### config.mk
export PLATFORM = sky130hd
export DESIGN_NAME = audio_stream_seq
export DESIGN_NICKNAME = d
export VERILOG_FILES = /design/src/rtl/audio_stream_seq.sv
export SDC_FILE = /design/constraint.sdc
export NUM_CORES = 1
export LEC_CHECK = 0
export BUFFER_PORTS_ARGS = -buffer_cell sky130_fd_sc_hd__buf_2
export CELL_PAD_IN_SITES_DETAIL_PLACEMENT = 2
export CELL_PAD_IN_SITES_GLOBAL_PLACEMENT = 2
export CORE_ASPECT_RATIO = 0.9
export CORE_UTILIZATION = 22
export CTS_CLUSTER_DIAMETER = 30
export DETAILED_ROUTE_END_ITERATION = 12
export PLACE_DENSITY = 0.82
export SYNTH_ARGS = -nofsm -noshare
export SYNTH_HDL_FRONTEND = slang
export SYNTH_SLANG_ARGS = --single-unit
### constraint.sdc
create_clock -name clk -period 1.6 [get_ports clk]
set_input_delay 0.48 -clock clk [delete_from_list [all_inputs] [get_ports clk]]
set_output_delay 0.48 -clock clk [all_outputs]
set_load 0.01 [all_outputs]
### src/rtl/audio_stream_seq.sv
module audio_stream_seq #(
  parameter int OP_W = 3,
  parameter int ST_W = 3
) (
  input  logic            clk,
  input  logic            rst_n,
  input  logic            dir_tx,
  input  logic            cfg_req,
  input  logic            cfg_rate_zero,
  input  logic            cmd_valid,
  input  logic [OP_W-1:0] cmd_op,
  input  logic            blk_end,
  input  logic            q_empty,
  input  logic            underrun,
  input  logic            overrun,
  input  logic            wr_req,
  output logic            wr_accept,
  output logic            run_en,
  output logic            flush,
  output logic [ST_W-1:0] state,
  output logic            cmd_err
);
  localparam logic [ST_W-1:0] S_NREADY = ST_W'(0);
  localparam logic [ST_W-1:0] S_READY  = ST_W'(1);
  localparam logic [ST_W-1:0] S_RUN    = ST_W'(2);
  localparam logic [ST_W-1:0] S_STOP   = ST_W'(3);
  localparam logic [ST_W-1:0] S_ERR    = ST_W'(4);

  localparam logic [OP_W-1:0] OP_START = OP_W'(0);
  localparam logic [OP_W-1:0] OP_HALT  = OP_W'(1);
  localparam logic [OP_W-1:0] OP_DRAIN = OP_W'(2);
  localparam logic [OP_W-1:0] OP_DROP  = OP_W'(3);
  localparam logic [OP_W-1:0] OP_PREP  = OP_W'(4);

  logic            wait_empty, wait_empty_nx;
  logic [ST_W-1:0] st_nx;
  logic            err_nx, flush_nx;
  logic            active, fault, done;

  assign active    = (state == S_RUN) || (state == S_STOP);
  assign run_en    = active;
  assign wr_accept = wr_req && ((state == S_READY) || (state == S_RUN));
  assign fault     = dir_tx ? underrun : overrun;
  assign done      = (state == S_STOP) && blk_end && (!wait_empty || q_empty);

  always_comb begin
    st_nx         = done ? S_READY : state;
    wait_empty_nx = wait_empty;
    err_nx        = 1'b0;
    flush_nx      = 1'b0;
    if (cfg_req) begin
      if (state == S_NREADY || state == S_READY)
        st_nx = cfg_rate_zero ? S_NREADY : S_READY;
      else
        err_nx = 1'b1;
      if (cmd_valid) err_nx = 1'b1;
    end else if (active && fault) begin
      st_nx = S_ERR;
    end else if (cmd_valid) begin
      case (cmd_op)
        OP_START:
          if (state == S_READY) st_nx = S_RUN;
          else err_nx = 1'b1;
        OP_HALT:
          if (state == S_RUN) begin
            st_nx = S_STOP;
            wait_empty_nx = 1'b0;
          end else err_nx = 1'b1;
        OP_DRAIN:
          if (state == S_RUN) begin
            st_nx = S_STOP;
            wait_empty_nx = dir_tx;
          end else err_nx = 1'b1;
        OP_DROP:
          if (state != S_NREADY) begin
            st_nx = S_READY;
            flush_nx = 1'b1;
          end else err_nx = 1'b1;
        OP_PREP:
          if (state == S_ERR) st_nx = S_READY;
          else err_nx = 1'b1;
        default: err_nx = 1'b1;
      endcase
    end
  end

  always_ff @(posedge clk) begin
    if (!rst_n) begin
      state      <= S_NREADY;
      wait_empty <= 1'b0;
      cmd_err    <= 1'b0;
      flush      <= 1'b0;
    end else begin
      state      <= st_nx;
      wait_empty <= wait_empty_nx;
      cmd_err    <= err_nx;
      flush      <= flush_nx;
    end
  end
endmodule


==> After elaboration in Yosys (flattened, before gate mapping) <==
Index checks and enable logic that the tools add are counted.
{ "totals": {"word_cells": 61, "out_inout_bits": 7, "reg_bits": 6} }
{ "classes": {"eq_ne": 10, "reduce_logical": 16, "bitwise": 5, "muxes": 26} }
{ "ops": {"columns": ["cell", "n"], "rows": [
  ["$mux W3", 9],
  ["$mux W1", 14],
  ["$eq A3 B2 Y1 const B", 4],
  ["$pmux W3 S4", 1],
  ["$eq A3 B1 Y1 const B", 2],
  ["$eq A3 B3 Y1 const B", 2],
  ["$logic_not A3 Y1", 2],
  ["$reduce_and A6 Y1", 1],
  ["$not A1 Y1", 5],
  ["$reduce_or A5 Y1", 1],
  ["$logic_and A1 B1 Y1", 4],
  ["$logic_or A1 B1 Y1", 4],
  ["$ne A2 B2 Y1 const B", 2],
  ["$pmux W1 S4", 1],
  ["$reduce_bool A3 Y1", 1],
  ["$pmux W1 S2", 1],
  ["$reduce_bool A2 Y1", 1],
  ["$reduce_or A2 Y1", 1],
  ["$logic_not A1 Y1", 1]
]} }

==> Depth between registers and ports, before layout <==
Gate-level depths: netlist (run 1).
{ "depth": {"ltp_word": 9, "depth_mapped": 6, "mapped_depth_nobuf": 5} }

==> Worst setup path before layout (run 1) <==
OpenSTA, ideal clock, no wires.
{ "synth_timing": {"kind": "input to register", "startpoint": "input port dir_tx", "endpoint": "register state[1]", "slack_ps": -65, "required_time_ps": 1526, "arrival_ps": 1590, "path_stages": 5, "setup_time_ps": 74, "path_cell_list": "mux2_4 a21oi_4 o211ai_2 or4_1 o21ai_0"} }
{ "synth_via": {"elab_chain_cells": 4} }
{ "synth_rtl": {"columns": ["item", "line", "text"], "rows": [
  ["start: declaration", "7", "input logic dir_tx,"],
  ["$mux W1", "43", "assign fault = dir_tx ? underrun : overrun;"],
  ["$logic_and A1 B1 Y1", "57", "end else if (active && fault) begin"],
  ["$mux W3", "57", null],
  ["$mux W3", "51", "if (cfg_req) begin"],
  ["end signal: assignment", "94", "state <= st_nx;"],
  ["end: declaration", "20", "output logic [ST_W-1:0] state,"]
]} }
No other way between the ends.
A chain may end at the register's enable or synchronous reset.

==> Worst setup path in the final report (run 1) <==
{ "layout_timing": {"startpoint": "register state[1]", "endpoint": "output port wr_accept"} }
{ "layout_via": {"elab_chain_cells": 3} }
{ "layout_rtl": {"columns": ["item", "line", "text"], "rows": [
  ["$eq A3 B1 Y1 or $eq A3 B2 Y1 (tied branches)", "42", "assign wr_accept = wr_req && ((state == S_READY) || (state == S_RUN));"],
  ["$logic_or A1 B1 Y1 (*)", "42", null],
  ["$logic_and A1 B1 Y1 (*)", "42", null],
  ["end: declaration", "17", "output logic wr_accept,"]
]} }
Mark *: on every way between the ends. The rest lies on a longest branch, timed or not.

==> results of run 1 <==
worst max-delay path, cell delays in order, from the launching register on:
cell     delay (ns)
dfxtp_4        0.34
buf_6          0.12
xnor2_2        0.12
nor3b_2        0.14
buf_2          0.15
worst max path at each step:
stage | start | to | slack (ns) | cells past startpoint
finish | state[1] | wr_accept | 0.008 | 4
global route | state[1] | wr_accept | -0.06 | 4
CTS | state[1] | wr_accept | -0.05 | 4
detailed placement | cmd_op[0] | state[1] | -0.17 | 6
global placement | dir_tx | state[1] | -0.08 | 6
floorplan | state[1] | wr_accept | 0.007 | 3
cell usage in the layout, fill, tap and decap left out:
master     count
and4_1         1
xnor2_2        1
nor4_4         1
o311ai_0       2
o211ai_1       2
dfxtp_2        1
nor4b_2        1
nor4_2         1
nor2b_4        1
nand2b_1       1
buf_2         20
buf_6          3
o21ai_0        2
or2_2          2
nor2_1         6
dfxtp_1        4
a211oi_1       1
o22a_1         1
nor2b_1        5
nand4_1        1
nor3b_1        1
or4_1          1
nand3b_1       1
clkbuf_4       3
nor3b_2        1
mux2i_1        1
nand2_1        4
o211ai_2       1
o2111ai_1      1
o31ai_1        2
a21oi_4        1
a21boi_0       2
buf_4         15
o21ai_1        4
a21oi_1        3
mux2_4         1
xnor2_1        1
dfxtp_4        1
what timing repair did:
action | 4_1_cts | 5_1_grt
resized for setup | 6 | 10
setup endpoints to repair | 2 | 4
pin swaps | 1 | 2
setup buffers | 3 | 0
layer usage:
metal / global-route usage, % / vias to the layer above / routed length (um)
li1: - / 321 / -
met1: 21.8 / 309 / 935
met2: 34.4 / 19 / 1050
met3: 5.40 / 2 / 70
met4: 6.32 / 0 / 22
met5: 0 / - / 0
registers in the layout, summed over array words and instances, names as in the netlist:
signal,cells
cmd_err,1
state,3
flush,1
wait_empty,1
power breakdown:
part / internal (mW) / total, mW / leakage, nW / switching, mW
clock: 0.0847 / 0.138 / 0.0138 / 0.0528
sequential: 0.155 / 0.161 / 0.0502 / 0.00553
combinational: 0.0789 / 0.161 / 0.292 / 0.0824
cell families (layout without fill, tap and decap cells):
group | count (synthesis) | count (layout) | synth area share, %
AND/OR/NAND/NOR | 28 | 28 | 31.7
buffers and inverters | 5 | 41 | 4.21
multiplexers | 2 | 2 | 4.95
XOR/XNOR | 2 | 2 | 3.47
AO/OA/AOI/OAI | 22 | 22 | 31.9
flip-flops | 6 | 6 | 23.8
stage by stage:
step	setup WS, ns	hold WS (ns)	setup TNS (ns)
floorplan	0.00714	0.478	0
global placement	-0.0803	0.498	-0.208
finish	0.00839	0.535	0
global route	-0.0601	0.571	-0.119
CTS	-0.0455	0.541	-0.0559
detailed placement	-0.170	0.527	-0.502
area by class of cell:
cell class	count	area, sq um	area share, %
clock buffers	3	22.5	2.68
flip-flops and latches	6	125	14.9
repair buffers	38	246	29.4
multi-input cells	54	412	49.0
well taps	27	33.8	4.02
==> impl_metrics.env, run 1 <==
export IMPL_synth_top_cell_area_share_pct=23.8
export IMPL_io_pin_count=21
export IMPL_fin_cells=128
export IMPL_timing_rr_end="state[1]"
export IMPL_die_y_um=47.5
export IMPL_cts_max_path_buffers=2
export IMPL_drt_total_wl_mm=2.08
export IMPL_critPathKind="flip-flop to output pin"
export IMPL_grt_max_degree=12
export IMPL_yosysSeqAreaShare_pct=23.8
export IMPL_cts_buffers_inserted=3
export IMPL_yosysWarnings=0
export IMPL_antenna_found_initial=0
export IMPL_power_total_mw=0.460
export IMPL_peakVddDrop_v=0.000349
export IMPL_reg2reg_from="state[1]"
export IMPL_outcome="complete, no violations"
export IMPL_finClkSkew_ns=0.00165
export IMPL_grt_pass1_wl_mm=3.31
export IMPL_die_area_sq_um=2490
export IMPL_remaining_drc_errors=0
export IMPL_syn_cell_area_sq_um=505
export IMPL_diodes=0
export IMPL_core_sq_um=2180
export IMPL_power_leakage_nw=0.356
export IMPL_final_util_pct=38.5
export IMPL_cp_arrival_ns=1.11
export IMPL_required_ns=1.12
export IMPL_synth_seq_cells=6
export IMPL_grt_pass1_vias=710
export IMPL_n_fill_cell=267
export IMPL_fin_crit_ns=1.59
export IMPL_rsz0062_at_grt="true"
export IMPL_rows=16
export IMPL_drv_slew=0
export IMPL_whs_path_depth=2
export IMPL_cts_clk_slew_worst_paths_ns=0.04
export IMPL_end_kind="output pin"
export IMPL_io_buffers=20
export IMPL_gp_congestion=0.819
export IMPL_clkSinkCount=6
export IMPL_holdCritStartpoint="wait_empty"
export IMPL_die_w_um=52.5
export IMPL_yosysUniqueCellTypes=29
export IMPL_max_slew_margin_pct=78.3
export IMPL_finalSetupViolations=0
export IMPL_finalNetCount=117
export IMPL_hold_viol=0
export IMPL_synth_top_cells_by_count="dfxtp_1, nor2_1, nor2b_1, o21ai_0, nand2_1"
export IMPL_min_period_over_period_pct=99.5
export IMPL_yosys_area_top_type="dfxtp_1"
export IMPL_max_freq_mhz=628
export IMPL_grt_usage_pct=19.0
export IMPL_initial_core_util_pct=23.2
export IMPL_wire_per_inst_um=16.2
export IMPL_ctsHoldBuffers=0
export IMPL_cp_start_kind="flip-flop"
export IMPL_synthToLayoutAreaGrowth_pct=66.1
export IMPL_overflow=0
export IMPL_max_slew_worst_pin_slew_ns=0.321
export IMPL_syn_num_nets=79
export IMPL_p_per_area_nw_per_um2=548
export IMPL_drt_vias_per_instance=5.09
export IMPL_hp_class="flip-flop to flip-flop"
export IMPL_syn_area_per_cell_sq_um=7.78
export IMPL_postRouteAntennaNets=0
export IMPL_numPlacedInstances=122
export IMPL_h_tree_depth=1
export IMPL_stdcell_area_sq_um=840
export IMPL_critPathMaxFanout=3
export IMPL_r2r_cells=6
export IMPL_cts_tree="done"
export IMPL_ys_async_sr_fraction_pct=0
export IMPL_place_area_sq_um=737
export IMPL_root_buffer="clkbuf_4"
export IMPL_synth_top_flop_cell="dfxtp_1"
export IMPL_netlist_top_cells_area="dfxtp_1, nor2b_1, o21ai_0"
export IMPL_vias=651
export IMPL_syn_inst=65
export IMPL_r2r_slack_ns=0.04
export IMPL_maxCapViolCount=0
export IMPL_min_to="wait_empty"
export IMPL_drtPass1Iterations=3
export IMPL_drive_gt1_share_pct=53.5
export IMPL_first_iter_violations=2
export IMPL_clock_latency_ns=0.24
export IMPL_synth_edf_count=0
No activity file was read; power rests on OpenSTA's default activity.
==> run 2, diff against run 1 <==
Settings changed: CELL_PAD_IN_SITES_DETAIL_PLACEMENT 2 to 0.
==> run 2 against run 1 <==
Register-to-register slack hardly changed. First-iteration DRC count grew to 9.0 times the previous value. Clock power hardly changed. Fmax is 1.6% higher. Critical path depth is 2 higher. Sequential power hardly changed. Critical path type is now flip-flop to flip-flop. Largest cell class unchanged.
==> impl_metrics.env, run 2 (same netlist as run 1, synthesis figures left out) <==
export IMPL_end_kind="flip-flop"
export IMPL_hp_class="flip-flop to flip-flop"
export IMPL_first_iter_violations=18
export IMPL_antenna_found_initial=0
export IMPL_required_ns=1.77
export IMPL_clkSinkCount=6
export IMPL_clock_latency_ns=0.24
export IMPL_drt_total_wl_mm=1.54
export IMPL_drive_gt1_share_pct=51.0
export IMPL_h_tree_depth=1
export IMPL_place_hpwl_mm=1.23
export IMPL_cts_buffers_inserted=3
export IMPL_postRouteAntennaNets=0
export IMPL_vias=638
export IMPL_rows=16
export IMPL_core_sq_um=2180
export IMPL_synthToLayoutAreaGrowth_pct=57.4
export IMPL_io_buffers=20
export IMPL_initial_core_util_pct=23.2
export IMPL_critPathMaxFanout=5
export IMPL_cts_max_path_buffers=2
export IMPL_overflow=0
export IMPL_grt_pass1_vias=581
export IMPL_drv_slew=0
export IMPL_largest_register="state"
export IMPL_diodes=0
export IMPL_min_period_over_period_pct=97.9
export IMPL_die_area_sq_um=2490
export IMPL_gp_congestion=0.819
export IMPL_drt_vias_per_instance=5.02
export IMPL_max_freq_mhz=638
export IMPL_cp_arrival_ns=1.74
export IMPL_rsz0062_at_grt="true"
export IMPL_grt_usage_pct=13.6
export IMPL_outcome="complete, no violations"
export IMPL_maxCapViolCount=0
export IMPL_final_util_pct=36.5
export IMPL_finalNetCount=116
export IMPL_grt_max_degree=12
export IMPL_whs_path_depth=2
export IMPL_largest_register_ffs=3
export IMPL_die_w_um=52.5
export IMPL_max_slew_margin_pct=79.9
export IMPL_wire_per_inst_um=12.1
export IMPL_stdcell_area_sq_um=796
export IMPL_finClkSkew_ns=0.00653
export IMPL_grt_pass1_wl_mm=2.48
export IMPL_die_y_um=47.5
export IMPL_cp_start_kind="flip-flop"
export IMPL_cts_clk_slew_worst_paths_ns=0.05
export IMPL_layout_cells_most_common_list="buf_2, buf_4, nor2_1"
export IMPL_hold_viol=0
export IMPL_drtPass1Iterations=4
export IMPL_layout_commonest_cell="buf_2"
export IMPL_root_buffer="clkbuf_4"
export IMPL_r2r_cells=6
export IMPL_cts_tree="done"
export IMPL_fin_crit_ns=1.57
export IMPL_p_per_area_nw_per_um2=563
export IMPL_place_area_sq_um=737
export IMPL_remaining_drc_errors=0
export IMPL_whs_ns=0.508
export IMPL_power_leakage_nw=0.343
export IMPL_n_fill_cell=250
export IMPL_max_slew_worst_pin_slew_ns=0.297
export IMPL_r2r_slack_ns=0.03
export IMPL_peakVddDrop_v=0.000238
export IMPL_finalSetupViolations=0
export IMPL_io_pin_count=21
export IMPL_critPathKind="flip-flop to flip-flop"
-- run 2: what timing repair did --
action,in CTS,in global routing
hold buffers,0,0
setup buffers,3,0
endpoints found under the setup margin,2,4
pin swaps,1,1
gates resized for setup,4,2
-- run 2: report_power, final --
part | leakage, nW | total [mW] | internal (mW) | switching, mW
Clock | 0.0138 | 0.139 | 0.0848 | 0.0541
Sequential | 0.0499 | 0.161 | 0.157 | 0.00425
Combinational | 0.279 | 0.148 | 0.0765 | 0.0712
Total | 0.343 | 0.448 | 0.318 | 0.129
-- run 2: metrics by stage --
stage,worst slack (ns),setup TNS [ns],power (mW),std cells
floorplan,0.00714,0,0.231,65
global placement,-0.0803,-0.208,0.298,122
detailed placement,-0.0934,-0.206,0.300,122
CTS,0.00691,0,0.450,127
global route,-0.0190,-0.0488,0.477,127
finish,0.0333,0,0.448,127
-- run 2: layout make-up --
type | instances | area (sq um) | share of cell area (%)
clock buffers | 3 | 22.5 | 2.83
flip-flops and latches | 6 | 123 | 15.4
repair buffers | 37 | 231 | 29.1
multi-input cells | 54 | 385 | 48.4
well taps | 27 | 33.8 | 4.25
-- run 2: path summary, 6_finish.rpt --
path                end  startpoint
max            state[1]    state[1]
min          wait_empty  wait_empty
max reg2reg    state[1]    state[1]
min reg2reg  wait_empty  wait_empty
-- run 2: worst max-delay path: stages, from the launching register on --
cell and delay [ns]:
dfxtp_2 0.34, buf_4 0.15, nor4b_2 0.27, buf_4 0.15
a21oi_1 0.03, or4_1 0.47, o21ai_1 0.09
-- run 2: per-layer routing --
layer | vias up | global-route usage (%) | part of all wire [%]
li1 | 316 | - | -
met1 | 297 | 16.5 | 47
met2 | 21 | 24.6 | 47
met3 | 4 | 3.49 | 5.0
met4 | 0 | 3.16 | 0.52
met5 | - | 0 | 0
==> run 3, diff against run 2 <==
Settings changed: CORE_MARGIN set to 2.
==> run 3 against run 2 <==
Power down 3.6%. Largest cell class unchanged. Non-clock buffer count down 3. Combinational power down 13%.
==> impl_metrics.env, run 3 (same netlist as run 1, synthesis figures left out) <==
export IMPL_outcome="complete, no violations"
export IMPL_critPathMaxStageDelay_ns=0.34
export IMPL_cts_buffers_inserted=3
export IMPL_finalSetupViolations=0
export IMPL_clkSinkCount=6
export IMPL_max_slew_worst_pin_slew_ns=0.329
export IMPL_peakVddDrop_v=0.000320
export IMPL_io_pin_count=21
export IMPL_vias=595
export IMPL_core_sq_um=2180
export IMPL_initial_core_util_pct=23.2
export IMPL_maxCapViolCount=0
export IMPL_first_iter_violations=9
export IMPL_antenna_found_initial=0
export IMPL_drt_total_wl_mm=1.42
export IMPL_max_freq_mhz=629
export IMPL_place_area_sq_um=707
export IMPL_overflow=0
export IMPL_rsz0062_at_grt="true"
export IMPL_grt_max_degree=11
export IMPL_postRouteAntennaNets=0
export IMPL_die_area_sq_um=2700
export IMPL_required_ns=1.12
export IMPL_drtPass1Iterations=4
export IMPL_cp_arrival_ns=1.11
export IMPL_crit_slowest_cell="dfxtp_4"
export IMPL_critPathMaxFanout=3
export IMPL_grt_usage_pct=11.4
export IMPL_synthToLayoutAreaGrowth_pct=55.7
export IMPL_layout_commonest_cell="buf_2"
export IMPL_cp_start_kind="flip-flop"
export IMPL_layout_cells_most_common_list="buf_2, buf_4, nor2_1"
export IMPL_rows=16
export IMPL_pre_cts_slack_ns=-0.0965
export IMPL_finClkSkew_ns=0.00359
export IMPL_drt_vias_per_instance=4.80
export IMPL_gp_congestion=0.787
export IMPL_fin_ws_ns=0.0102
export IMPL_clock_latency_ns=0.24
export IMPL_max_slew_margin_pct=77.8
export IMPL_worstPathCellList="buf_6, xnor2_2, nor3b_2, buf_2"
export IMPL_min_period_over_period_pct=99.4
export IMPL_grt_pass1_wl_mm=2.26
export IMPL_r2r_cells=5
export IMPL_power_leakage_nw=0.333
export IMPL_whs_path_depth=2
export IMPL_cts_max_path_buffers=2
export IMPL_root_buffer="clkbuf_4"
export IMPL_remaining_drc_errors=0
export IMPL_end_kind="output pin"
export IMPL_io_buffers=20
export IMPL_largest_register_ffs=3
export IMPL_cts_tree="done"
export IMPL_finalNetCount=113
export IMPL_drv_slew=0
export IMPL_p_per_area_nw_per_um2=549
export IMPL_die_y_um=49.5
export IMPL_largest_register="state"
export IMPL_h_tree_depth=1
export IMPL_drive_gt1_share_pct=50.5
export IMPL_fin_crit_ns=1.59
export IMPL_grt_pass1_vias=526
export IMPL_die_w_um=54.5
export IMPL_n_fill_cell=223
export IMPL_critPathKind="flip-flop to output pin"
export IMPL_cts_clk_slew_worst_paths_ns=0.04
export IMPL_place_hpwl_mm=1.13
export IMPL_diodes=0
export IMPL_stdcell_area_sq_um=787
export IMPL_wire_per_inst_um=11.4
export IMPL_hp_class="flip-flop to flip-flop"
export IMPL_hold_viol=0
## run 3: worst paths after layout
path,from,endpoint,slack (ns)
worst max-delay path,state[1],wr_accept,0.01
worst min-delay path,wait_empty,wait_empty,0.52
worst max register to register,state[2],state[1],0.11
worst min register to register,wait_empty,wait_empty,0.52
## run 3: timing repair
action	4_1_cts	5_1_grt
pin swaps	2	1
resized for setup	5	4
hold buffers	0	0
endpoints found under the setup margin	2	3
setup buffers	3	0
## run 3: critical path: cells and delay by family, from the launching register on
family	cells	cell delay [ns]
DFF	1	0.34
xor gates and xnor gates	1	0.13
buffers and inverters	2	0.26
and+or+nand+nor	1	0.14
## run 3: where the power goes
| part | total, mW | internal (mW) | switching (mW) |
|---|---|---|---|
| logic | 0.129 | 0.0665 | 0.0629 |
| registers | 0.166 | 0.156 | 0.0101 |
| clock network | 0.137 | 0.0846 | 0.0519 |
| total | 0.432 | 0.307 | 0.125 |
## run 3: final cells by class
cell class	instances	area [sq um]	area share, %
Clock buffer	3	22.5	2.86
Multi-Input combinational cell	54	397	50.4
Sequential cell	6	125	15.9
Tap cell	27	33.8	4.29
Timing Repair Buffer	34	209	26.6
## run 3: stage by stage
stage                     TNS, ns  utilization [%]  power [mW]  std cells  hold slack, ns
final                           0             36.1       0.432        124           0.522
after global routing      -0.0441             36.1       0.458        124           0.553
after CTS                 -0.0637             35.3       0.435        124           0.528
after detailed placement   -0.232             32.4       0.292        118           0.510
after global placement     -0.229             32.4       0.292        118           0.504
after floorplan                 0                -       0.231         65           0.478
## run 3: routing by layer
layer / GRT usage [%] / up-vias / routed length, um / part of all wire [%]
met5: 0 / - / 0 / 0
met4: 3.75 / 0 / 14 / 0.99
met3: 4.55 / 3 / 74 / 5.2
met2: 16.7 / 14 / 651 / 46
met1: 15.1 / 269 / 676 / 48
li1: - / 309 / - / -
